[config.mk]
export PLATFORM = sky130hd
export DESIGN_NAME = hazard_stall_unit
export DESIGN_NICKNAME = d
export VERILOG_FILES = /design/src/rtl/hz_pkg.sv /design/src/rtl/hz_load_use.sv /design/src/rtl/hz_branch_dep.sv /design/src/rtl/hz_ctrl_merge.sv /design/src/rtl/hazard_stall_unit.sv
export SDC_FILE = /design/constraint.sdc
export NUM_CORES = 1
export LEC_CHECK = 0
export BUFFER_PORTS_ARGS = -buffer_cell sky130_fd_sc_hd__clkbuf_2
export CAP_MARGIN = 20
export CORE_AREA = 4 4 41 43
export DETAILED_ROUTE_END_ITERATION = 8
export DIE_AREA = 0 0 45 47
export GPL_TIMING_DRIVEN = 1
export SLEW_MARGIN = 10
export SYNTH_ARGS = -nofsm -noshare
export SYNTH_HDL_FRONTEND = slang
export SYNTH_SLANG_ARGS = --single-unit
[constraint.sdc]
create_clock -name vclk -period 1.4
set_input_delay 0.28 -clock vclk [all_inputs]
set_output_delay 0.28 -clock vclk [all_outputs]
set_load 0.05 [all_outputs]
[src/rtl/hz_pkg.sv]
package hz_pkg;

    typedef struct packed {
        logic pc_we;
        logic ifid_we;
        logic idex_bubble;
        logic ifid_flush;
    } hz_ctrl_t;

    localparam int NUM_SRC = 2;

endpackage

[src/rtl/hz_load_use.sv]
module hz_load_use #(
    parameter int REG_W = 5
) (
    input  logic             ex_mem_read,
    input  logic [REG_W-1:0] ex_rd,
    input  logic [REG_W-1:0] id_rs,
    input  logic [REG_W-1:0] id_rt,
    output logic             load_use_d
);

    logic rd_live;

    always_comb begin
        rd_live    = |ex_rd;
        load_use_d = ex_mem_read && rd_live &&
                     ((ex_rd == id_rs) || (ex_rd == id_rt));
    end

endmodule

[src/rtl/hz_branch_dep.sv]
module hz_branch_dep
    import hz_pkg::*;
#(
    parameter int REG_W = 5
) (
    input  logic             id_is_branch,
    input  logic [REG_W-1:0] id_rs,
    input  logic [REG_W-1:0] id_rt,
    input  logic             ex_reg_write,
    input  logic             ex_mem_read,
    input  logic [REG_W-1:0] ex_rd,
    input  logic             mem_mem_read,
    input  logic             mem_reg_write,
    input  logic [REG_W-1:0] mem_rd,
    output logic             br_hold_d
);

    logic [NUM_SRC-1:0][REG_W-1:0] srcs;
    logic [NUM_SRC-1:0]            near_hit;
    logic [NUM_SRC-1:0]            far_hit;
    logic                          near_prod;
    logic                          far_prod;

    assign srcs      = {id_rt, id_rs};
    assign near_prod = (ex_reg_write || ex_mem_read) && (|ex_rd);
    assign far_prod  = mem_mem_read && mem_reg_write && (|mem_rd);

    // one comparator pair per compared operand
    for (genvar i = 0; i < NUM_SRC; i++) begin : g_src
        always_comb begin
            near_hit[i] = near_prod && (ex_rd  == srcs[i]);
            far_hit[i]  = far_prod  && (mem_rd == srcs[i]);
        end
    end

    always_comb begin
        br_hold_d = id_is_branch && ((|near_hit) || (|far_hit));
    end

endmodule

[src/rtl/hz_ctrl_merge.sv]
module hz_ctrl_merge
    import hz_pkg::*;
(
    input  logic     load_use_d,
    input  logic     br_hold_d,
    input  logic     id_is_branch,
    input  logic     id_branch_taken,
    output hz_ctrl_t ctrl_d
);

    logic hold;

    always_comb begin
        hold               = load_use_d || br_hold_d;
        ctrl_d.pc_we       = !hold;
        ctrl_d.ifid_we     = !hold;
        ctrl_d.idex_bubble = hold;
        // the branch may only redirect once it actually leaves decode
        ctrl_d.ifid_flush  = !hold && id_is_branch && id_branch_taken;
    end

endmodule

[src/rtl/hazard_stall_unit.sv]
module hazard_stall_unit
    import hz_pkg::*;
#(
    parameter int REG_W = 5
) (
    input  logic [REG_W-1:0] id_rs,
    input  logic [REG_W-1:0] id_rt,
    input  logic             id_is_branch,
    input  logic             id_branch_taken,
    input  logic             ex_mem_read,
    input  logic             ex_reg_write,
    input  logic [REG_W-1:0] ex_rd,
    input  logic             mem_mem_read,
    input  logic             mem_reg_write,
    input  logic [REG_W-1:0] mem_rd,
    output logic             pc_we,
    output logic             ifid_we,
    output logic             idex_bubble,
    output logic             ifid_flush
);

    logic     load_use_d;
    logic     br_hold_d;
    hz_ctrl_t ctrl_d;

    hz_load_use #(.REG_W(REG_W)) u_load_use (
        .ex_mem_read (ex_mem_read),
        .ex_rd       (ex_rd),
        .id_rs       (id_rs),
        .id_rt       (id_rt),
        .load_use_d  (load_use_d)
    );

    hz_branch_dep #(.REG_W(REG_W)) u_branch_dep (
        .id_is_branch  (id_is_branch),
        .id_rs         (id_rs),
        .id_rt         (id_rt),
        .ex_reg_write  (ex_reg_write),
        .ex_mem_read   (ex_mem_read),
        .ex_rd         (ex_rd),
        .mem_mem_read  (mem_mem_read),
        .mem_reg_write (mem_reg_write),
        .mem_rd        (mem_rd),
        .br_hold_d     (br_hold_d)
    );

    hz_ctrl_merge u_merge (
        .load_use_d      (load_use_d),
        .br_hold_d       (br_hold_d),
        .id_is_branch    (id_is_branch),
        .id_branch_taken (id_branch_taken),
        .ctrl_d          (ctrl_d)
    );

    assign pc_we       = ctrl_d.pc_we;
    assign ifid_we     = ctrl_d.ifid_we;
    assign idex_bubble = ctrl_d.idex_bubble;
    assign ifid_flush  = ctrl_d.ifid_flush;

endmodule

# Word level (Yosys, flattened, before mapping)
# Cells that the tools add are included.
dict set report totals {
  reg_bits 0
  elab_cells 25
}
dict set report classes {
  n_eq_ne 4
  n_reduce_logical 21
}
# operator n
set ops {}
lappend ops {{$eq 5x5->1} 4}
lappend ops {{$logic_and 1x1->1} 12}
lappend ops {{$reduce_or 5->1} 2}
lappend ops {{$logic_or 1x1->1} 4}
lappend ops {{$reduce_or 2->1} 2}
lappend ops {{$logic_not 1->1} 1}

# Logic depth before layout (Yosys ltp)
# Gate-level depths: netlist of run 1.
dict set report depth {
  word_depth 10
  depth_mapped 5
  mapped_depth_nobuf 4
}

# Modules after synthesis
# From an unflattened synthesis of run 1, not the netlist that was laid out.
dict set report unflattened {
  cells_unflattened 57
  area_unflattened_um2 426.7
}
# mod instances cells_per_inst area_per_inst_um2
set modules_own_cells {}
lappend modules_own_cells {hz_branch_dep 1 35 264.0}
lappend modules_own_cells {hz_load_use 1 17 125.1}
lappend modules_own_cells {hz_ctrl_merge 1 5 37.5}

# Least setup slack after synthesis of run 1
# No wires, ideal clock.
dict set report synth_timing {
  path_kind {input to output}
  from {input port ex_rd[2]}
  to {output port pc_we}
  t_arrival_ns 1.813
  slack_ns -0.693
  cell_stages 5
  path_buffers 1
  path_cell_list {xnor2_1 > nand3_1 > o22ai_2 > a22oi_1 > buf_4}
}
dict set report synth_between {
  elab_chain_cells 8
}
# element line
set synth_lines {}
lappend synth_lines {{from (decl)} hazard_stall_unit.sv:12} ;# input logic [REG_W-1:0] ex_rd,
lappend synth_lines {{$reduce_or 5->1} {hz_load_use.sv:14, hz_branch_dep.sv:25}}
lappend synth_lines {{$logic_and 1x1->1} hz_branch_dep.sv:25} ;# assign near_prod = (ex_reg_write || ex_mem_read) && (|ex_rd);
lappend synth_lines {{$logic_and 1x1->1} hz_branch_dep.sv:31} ;# near_hit[i] = near_prod && (ex_rd == srcs[i]);
lappend synth_lines {{$reduce_or 2->1} hz_branch_dep.sv:37} ;# br_hold_d = id_is_branch && ((|near_hit) || (|far_hit));
lappend synth_lines {{$logic_or 1x1->1} hz_branch_dep.sv:37}
lappend synth_lines {{$logic_and 1x1->1} hz_branch_dep.sv:37}
lappend synth_lines {{$logic_or 1x1->1 (*)} hz_ctrl_merge.sv:14} ;# hold = load_use_d || br_hold_d;
lappend synth_lines {{$logic_not 1->1 (*)} -}
lappend synth_lines {{to (decl)} hazard_stall_unit.sv:16} ;# output logic pc_we,
# Every way passes the cells marked *; elsewhere a longest branch is shown, timed or not.

# Final worst setup path of run 1
dict set report layout_timing {
  from {input port mem_rd[4]}
  to {output port idex_bubble}
}
dict set report layout_between {
  elab_chain_cells 7
}
# element line
set layout_lines {}
lappend layout_lines {{from (decl)} hazard_stall_unit.sv:15} ;# input logic [REG_W-1:0] mem_rd,
lappend layout_lines {{$reduce_or 5->1} hz_branch_dep.sv:26} ;# assign far_prod = mem_mem_read && mem_reg_write && (|mem_rd);
lappend layout_lines {{$logic_and 1x1->1} hz_branch_dep.sv:26}
lappend layout_lines {{$logic_and 1x1->1} hz_branch_dep.sv:32} ;# far_hit[i] = far_prod && (mem_rd == srcs[i]);
lappend layout_lines {{$reduce_or 2->1 (*)} hz_branch_dep.sv:37}
lappend layout_lines {{$logic_or 1x1->1 (*)} hz_branch_dep.sv:37}
lappend layout_lines {{$logic_and 1x1->1 (*)} hz_branch_dep.sv:37}
lappend layout_lines {{$logic_or 1x1->1 (*)} hz_ctrl_merge.sv:14}
lappend layout_lines {{to (decl)} hazard_stall_unit.sv:18} ;# output logic idex_bubble,
# Marked as above.

==> reports/metrics.csv, run 1 <==
stage,metric,value,unit
global_route,initial antenna violation count,0,
finish,most frequent cells in the layout,"xnor2_2 (13), clkbuf_2 (10), buf_6 (9)",
setup_path,data arrival time of the worst path,1.28,ns
global_route,busiest grt layer,met2,
power_and_ir_drop,sw frac,45.6,%
global_route,routing usage on met1,14.3,%
drt,antenna-violating nets left,0,
power_and_ir_drop,Seq pwr share,0,%
min_path,Hold Path Cell Cnt,4,
floorplanning,Rows,13,
setup_path,crit end category,primary output,
power_and_ir_drop,Worst VDD drop,0.185,mV
floorplanning,Die H,47,um
global_route,GR Overflow Total,0,
yosys,number of synthesis warnings,0,
floorplanning,starting density of the core,24.6,%
timing,worst-margin pin slew,0.204,ns
flow_run,MaxCap Viol Count,0,
yosys,Syn Nets,69,
drt,Residual DRC,0,
finish,"final std cell area, no fill",838,um2
timing,# setup viols final,4,
yosys,Synth Instances,43,
placed_design,gpl congestion,0.771,
finish,share of cells above drive strength 1,86.1,%
setup_path,Worst Path Max Fanout,3,
drt,1st-iter DRT viols,1,
finish,clock buf count,0,
setup_path,CP Buf/Inv Count,2,
timing,"Min Clock Period, post-route",1.56,ns
drt,routed via count,410,
clock_tree,postcts setup bufs,0,
timing,Slew HR,86.3,%
drt,drt wl/cell,14.6,um
finish,P&R area growth vs syn,162,%
global_route,GR Util All Layers,10.3,%
yosys,Mean Syn Cell Area,7.45,um2
finish,"commonest non-fill, non-tap cell in the layout",xnor2_2,
floorplanning,# IOs,30,
drt,DR pass1 iterations,4,
setup_path,critical path's slowest cell,o22ai_4,
timing,f_max,0.640,GHz
yosys,"Seq/Total Area, Yosys",0,%
run_status,failing checks,negative setup slack,
power_and_ir_drop,power share of the clock group,0,%
min_path,Hold WC Path Type,primary input to primary output,
power_and_ir_drop,Psw,0.145,mW
global_route,grt met2 use,18.6,%
finish,sequential cell count,0,
placed_design,placed cell areas,488,um2
timing,worst setup margin,-0.162,ns
placed_design,Post-DP HPWL,897,um
drt,Routed WL,1270,um
finish,Antenna diodes,0,
yosys,Mapped Area,320,um2
min_path,hold wc startpoint,id_branch_taken,
setup_path,crit-path leading delay family,compound AO/OA/AOI/OAI gates,
min_path,WHS Endpoint,ifid_flush,
setup_path,startpoint class of the critical path,primary input,
timing,Sum Neg Setup Slack,-0.520,ns
floorplanning,core area,1300,um2
placed_design,port bufs,30,
setup_path,critical path cell sequence,buf_6 > xnor2_1 > nand3_2 > o22ai_4 > a22o_2 > buf_8,
timing,RSZ-0062 raised after global routing,yes,
finish,post-layout util,64.4,%
drt,vias per inst,4.71,
global_route,largest net degree at the start of global routing,4,
timing,"Hold Vio Cnt, Final",0,
floorplanning,die area,2120,um2
global_route,GR Layer Usage met3,0.766,%
power_and_ir_drop,Int Power,0.172,mW
timing,fin. max-slew vios,0,
finish,Final nets,100,
setup_path,required time worst endpoint,1.12,ns
global_route,first-pass GRT wire length,1720,um
setup_path,slowest cell delay on critical path,0.23,ns
run_status,status,finished with violations,
power_and_ir_drop,PD cells,378,nW/um2
timing,final worst-path cycle share,112,%
floorplanning,Die X,45,um
finish,register area,0,um2
power_and_ir_drop,Logic pwr share,100.0,%
clock_tree,CTS Hold Bufs,0,
setup_path,Crit Path Class,primary input to primary output,
yosys,Unique masters post-synth,12,
global_route,vias in the first global route,414,
power_and_ir_drop,LEAKAGE,0.355,nW
## power groups by stage
stage               logic (mW)  clock network, mW  registers, mW
floorplan                0.114                  0              0
finish                   0.317                  0              0
global placement         0.182                  0              0
global route             0.335                  0              0
CTS                      0.235                  0              0
detailed placement       0.181                  0              0
## how the worst max path moves through the flow
stage          startpoint          end  slack, ns  cells past startpoint
2_1_floorplan    ex_rd[2]        pc_we      -0.29                      5
3_3_place_gp     ex_rd[1]   ifid_flush      -0.23                      5
3_5_place_dp     ex_rd[4]  idex_bubble      -0.23                      6
4_1_cts          ex_rd[4]  idex_bubble      -0.13                      6
5_1_grt         mem_rd[4]  idex_bubble      -0.23                      6
6_report        mem_rd[4]  idex_bubble      -0.16                      6
## cell type report
class              instances  area [um2]
fillers                  102         463
multi-input cells         42         528
well taps                 15        18.8
repair buffers            30         292
## through the flow
| stage | setup slack [ns] | power, mW | std cells | hold slack, ns |
|---|---|---|---|---|
| floorplan | -0.286 | 0.114 | 43 | 0.716 |
| global placement | -0.229 | 0.182 | 87 | 0.971 |
| detailed placement | -0.228 | 0.181 | 87 | 0.963 |
| CTS | -0.127 | 0.235 | 87 | 0.906 |
| global route | -0.229 | 0.335 | 87 | 0.929 |
| finish | -0.162 | 0.317 | 87 | 0.904 |
## Yosys cell counts
| cell | count | area, um2 |
|---|---|---|
| a21oi_1 | 3 | 15.0 |
| a221oi_2 | 1 | 15.0 |
| a22o_1 | 1 | 8.76 |
| a22oi_1 | 1 | 7.51 |
| buf_4 | 1 | 7.51 |
| nand2_1 | 5 | 18.8 |
| nand3_1 | 4 | 20.0 |
| nand3_2 | 1 | 10.0 |
| nor2_1 | 2 | 7.51 |
| nor3_1 | 2 | 10.0 |
| o22ai_2 | 2 | 25.0 |
| xnor2_1 | 20 | 175 |
## logic make-up (layout without fill, tap and decap cells)
| logic type | Yosys count | in the layout | share of synthesized area [%] |
|---|---|---|---|
| buffers and inverters | 1 | 30 | 2.34 |
| XOR/XNOR | 20 | 20 | 54.7 |
| AO/OA/AOI/OAI | 8 | 8 | 22.3 |
| AND/OR/NAND/NOR | 14 | 14 | 20.7 |
## metal layers
layer  vias up  part of all wire, %
met2        14                   58
li1        208                    -
met5         -                    0
met3         0                  6.9
met4         0                    0
met1       188                   36
## timing repair
item                                    CTS  global route
pin swaps                                 9            24
endpoints found under the setup margin    4             4
gates resized for setup                  24            66
cloned                                    0             0
(Power assumes the default switching activity.)
==> run 2, diff against run 1 <==
Settings changed: PLACE_DENSITY set to 0.65, REMOVE_ABC_BUFFERS set to 1, SYNTH_HIERARCHICAL set to 1.
==> run 2 against run 1 <==
Against the previous run:
- the run still ends with negative setup slack left
- synthesized area up 33%
- utilization shrank 3.7 points
- non-clock buffer count grew 15
- final cell count up 32%
- count of clock-buffer cells in the layout stayed put
- global-route usage is 3.0 points higher
- sequential cell count is the same
- design area shrank 5.8%
==> reports/metrics.csv, run 2 <==
stage,metric,value,unit
power_and_ir_drop,Worst VDD drop,0.155,mV
run_status,failing checks,negative setup slack,
drt,1st-iter DRT viols,8,
setup_path,critical path cell sequence,clkbuf_2 > or4_1 > o221ai_2 > o22ai_2 > and4bb_2 > buf_8,
finish,share of cells above drive strength 1,54.0,%
global_route,vias in the first global route,550,
placed_design,Post-DP HPWL,1170,um
placed_design,pre-CTS WS,-0.682,ns
timing,"Min Clock Period, post-route",1.95,ns
yosys,number of synthesis warnings,6,
drt,drt wl/cell,11.4,um
power_and_ir_drop,total power,0.271,mW
finish,most frequent cells in the layout,"clkbuf_2 (26), xor2_1 (26), buf_4 (14)",
finish,Antenna diodes,0,
yosys,Unique masters post-synth,15,
drt,antenna-violating nets left,0,
floorplanning,Rows,13,
power_and_ir_drop,LEAKAGE,0.375,nW
setup_path,Crit Path Class,primary input to primary output,
floorplanning,Die H,47,um
finish,clock buf count,0,
min_path,Hold Path Cell Cnt,3,
drt,DR pass1 iterations,3,
placed_design,number of instances in the placed design,115,
timing,final worst-path cycle share,139,%
global_route,GR Overflow Total,0,
timing,"Hold Vio Cnt, Final",0,
yosys,most common cell in the netlist,xor2_1,
setup_path,startpoint class of the critical path,primary input,
finish,register area,0,um2
floorplanning,# IOs,30,
timing,worst setup margin,-0.545,ns
placed_design,gpl congestion,0.777,
yosys,"area leader, netlist",xor2_1,
flow_run,MaxCap Viol Count,0,
drt,Routed WL,1310,um
setup_path,data arrival time of the worst path,1.67,ns
yosys,top cell type's share of synthesized area,53.4,%
global_route,initial antenna violation count,0,
setup_path,slowest cell delay on critical path,0.55,ns
timing,worst-margin pin slew,0.202,ns
timing,Slew HR,86.5,%
global_route,GR Util All Layers,13.4,%
finish,sequential cell count,0,
timing,RSZ-0062 raised after global routing,yes,
finish,final std cells w/o fill,115,
floorplanning,Die X,45,um
floorplanning,die area,2120,um2
floorplanning,core area,1300,um2
power_and_ir_drop,PD cells,343,nW/um2
clock_tree,CTS Hold Bufs,0,
yosys,"Seq/Total Area, Yosys",0,%
setup_path,Worst Path Max Fanout,3,
timing,# setup viols final,4,
global_route,first-pass GRT wire length,2200,um
timing,fin. max-slew vios,0,
setup_path,required time worst endpoint,1.12,ns
yosys,Mapped Area,427,um2
floorplanning,starting density of the core,32.8,%
finish,P&R area growth vs syn,85.0,%
drt,routed via count,544,
finish,Final nets,128,
global_route,largest net degree at the start of global routing,6,
yosys,Synth Instances,57,
timing,f_max,0.514,GHz
min_path,WHS Endpoint,ifid_flush,
yosys,Post-synth top cells,"xor2_1 (26), nor3_1 (6), nor2_1 (5)",
clock_tree,postcts setup bufs,0,
setup_path,critical path's slowest cell,or4_1,
yosys,ranking of synthesized cells by area,"xor2_1 (53%), xnor2_1 (8.2%), nor3_1 (7.0%)",
placed_design,port bufs,30,
drt,Residual DRC,0,
drt,vias per inst,4.73,
setup_path,crit-path leading delay family,simple AND/OR/NAND/NOR gates,
min_path,Hold WC Path Type,primary input to primary output,
setup_path,CP Buf/Inv Count,2,
run_status,status,finished with violations,
setup_path,crit end category,primary output,
yosys,Mean Syn Cell Area,7.49,um2
min_path,hold wc startpoint,id_branch_taken,
run 2: cell count changes after synthesis, moves of 2 or more:
| cell | previous run | this run |
|---|---|---|
| o22ai_2 | 2 | 0 |
| or4_1 | 0 | 3 |
| xor2_1 | 0 | 26 |
| a21oi_1 | 3 | 1 |
| nor3_1 | 2 | 6 |
| nand2_1 | 5 | 0 |
| nand3_1 | 4 | 2 |
| nor2_1 | 2 | 5 |
| xnor2_1 | 20 | 4 |
run 2: worst max path at each step:
stage / from / end / slack [ns] / depth (start not counted)
6_report: ex_rd[3] / ifid_flush / -0.55 / 6
4_1_cts: mem_rd[1] / ifid_flush / -0.56 / 6
2_1_floorplan: mem_rd[1] / ifid_we / -1.22 / 4
3_3_place_gp: mem_rd[1] / ifid_flush / -0.67 / 6
3_5_place_dp: mem_rd[1] / ifid_flush / -0.68 / 6
5_1_grt: ex_rd[4] / ifid_flush / -0.60 / 8
run 2: cell families (layout without fill, tap and decap cells):
| kind of cell | count (synthesis) | after routing | share of synthesized area (%) |
|---|---|---|---|
| AO/OA/AOI/OAI | 7 | 7 | 11.4 |
| XOR/XNOR | 30 | 30 | 61.6 |
| buffers and inverters | 2 | 45 | 3.52 |
| AND/OR/NAND/NOR | 18 | 18 | 23.5 |
run 2: report_power, final:
| part | leakage, nW | total (mW) | switching [mW] | internal (mW) |
|---|---|---|---|---|
| Clock | 0 | 0 | 0 | 0 |
| Sequential | 0 | 0 | 0 | 0 |
| Combinational | 0.375 | 0.271 | 0.135 | 0.136 |
run 2: stage by stage:
stage / TNS [ns] / area (um2) / hold WS, ns / util (%)
floorplan: -3.24 / 412 / 0.872 / -
global placement: -2.35 / 721 / 1.07 / 55.4
detailed placement: -2.36 / 721 / 1.08 / 55.4
CTS: -2.01 / 773 / 1.03 / 59.4
global route: -2.21 / 790 / 1.05 / 60.7
finish: -1.98 / 790 / 1.03 / 60.7
run 2: area by class of cell:
cell class                      instances  area (um2)
Multi-Input combinational cell         55         453
Timing Repair Buffer                   45         318
Fill cell                             132         512
Tap cell                               15        18.8
run 2: per-layer routing:
metal / track usage [%] / vias up / routed length (um)
met5: 0 / - / 0
met4: 0 / 0 / 0
met3: 0 / 0 / 80
met2: 24.9 / 16 / 680
met1: 18.4 / 238 / 551
li1: - / 290 / -
run 2: repair_timing:
item | in CTS | in global routing
resized for setup | 11 | 4
endpoints found under the setup margin | 4 | 4
pin swaps | 1 | 2
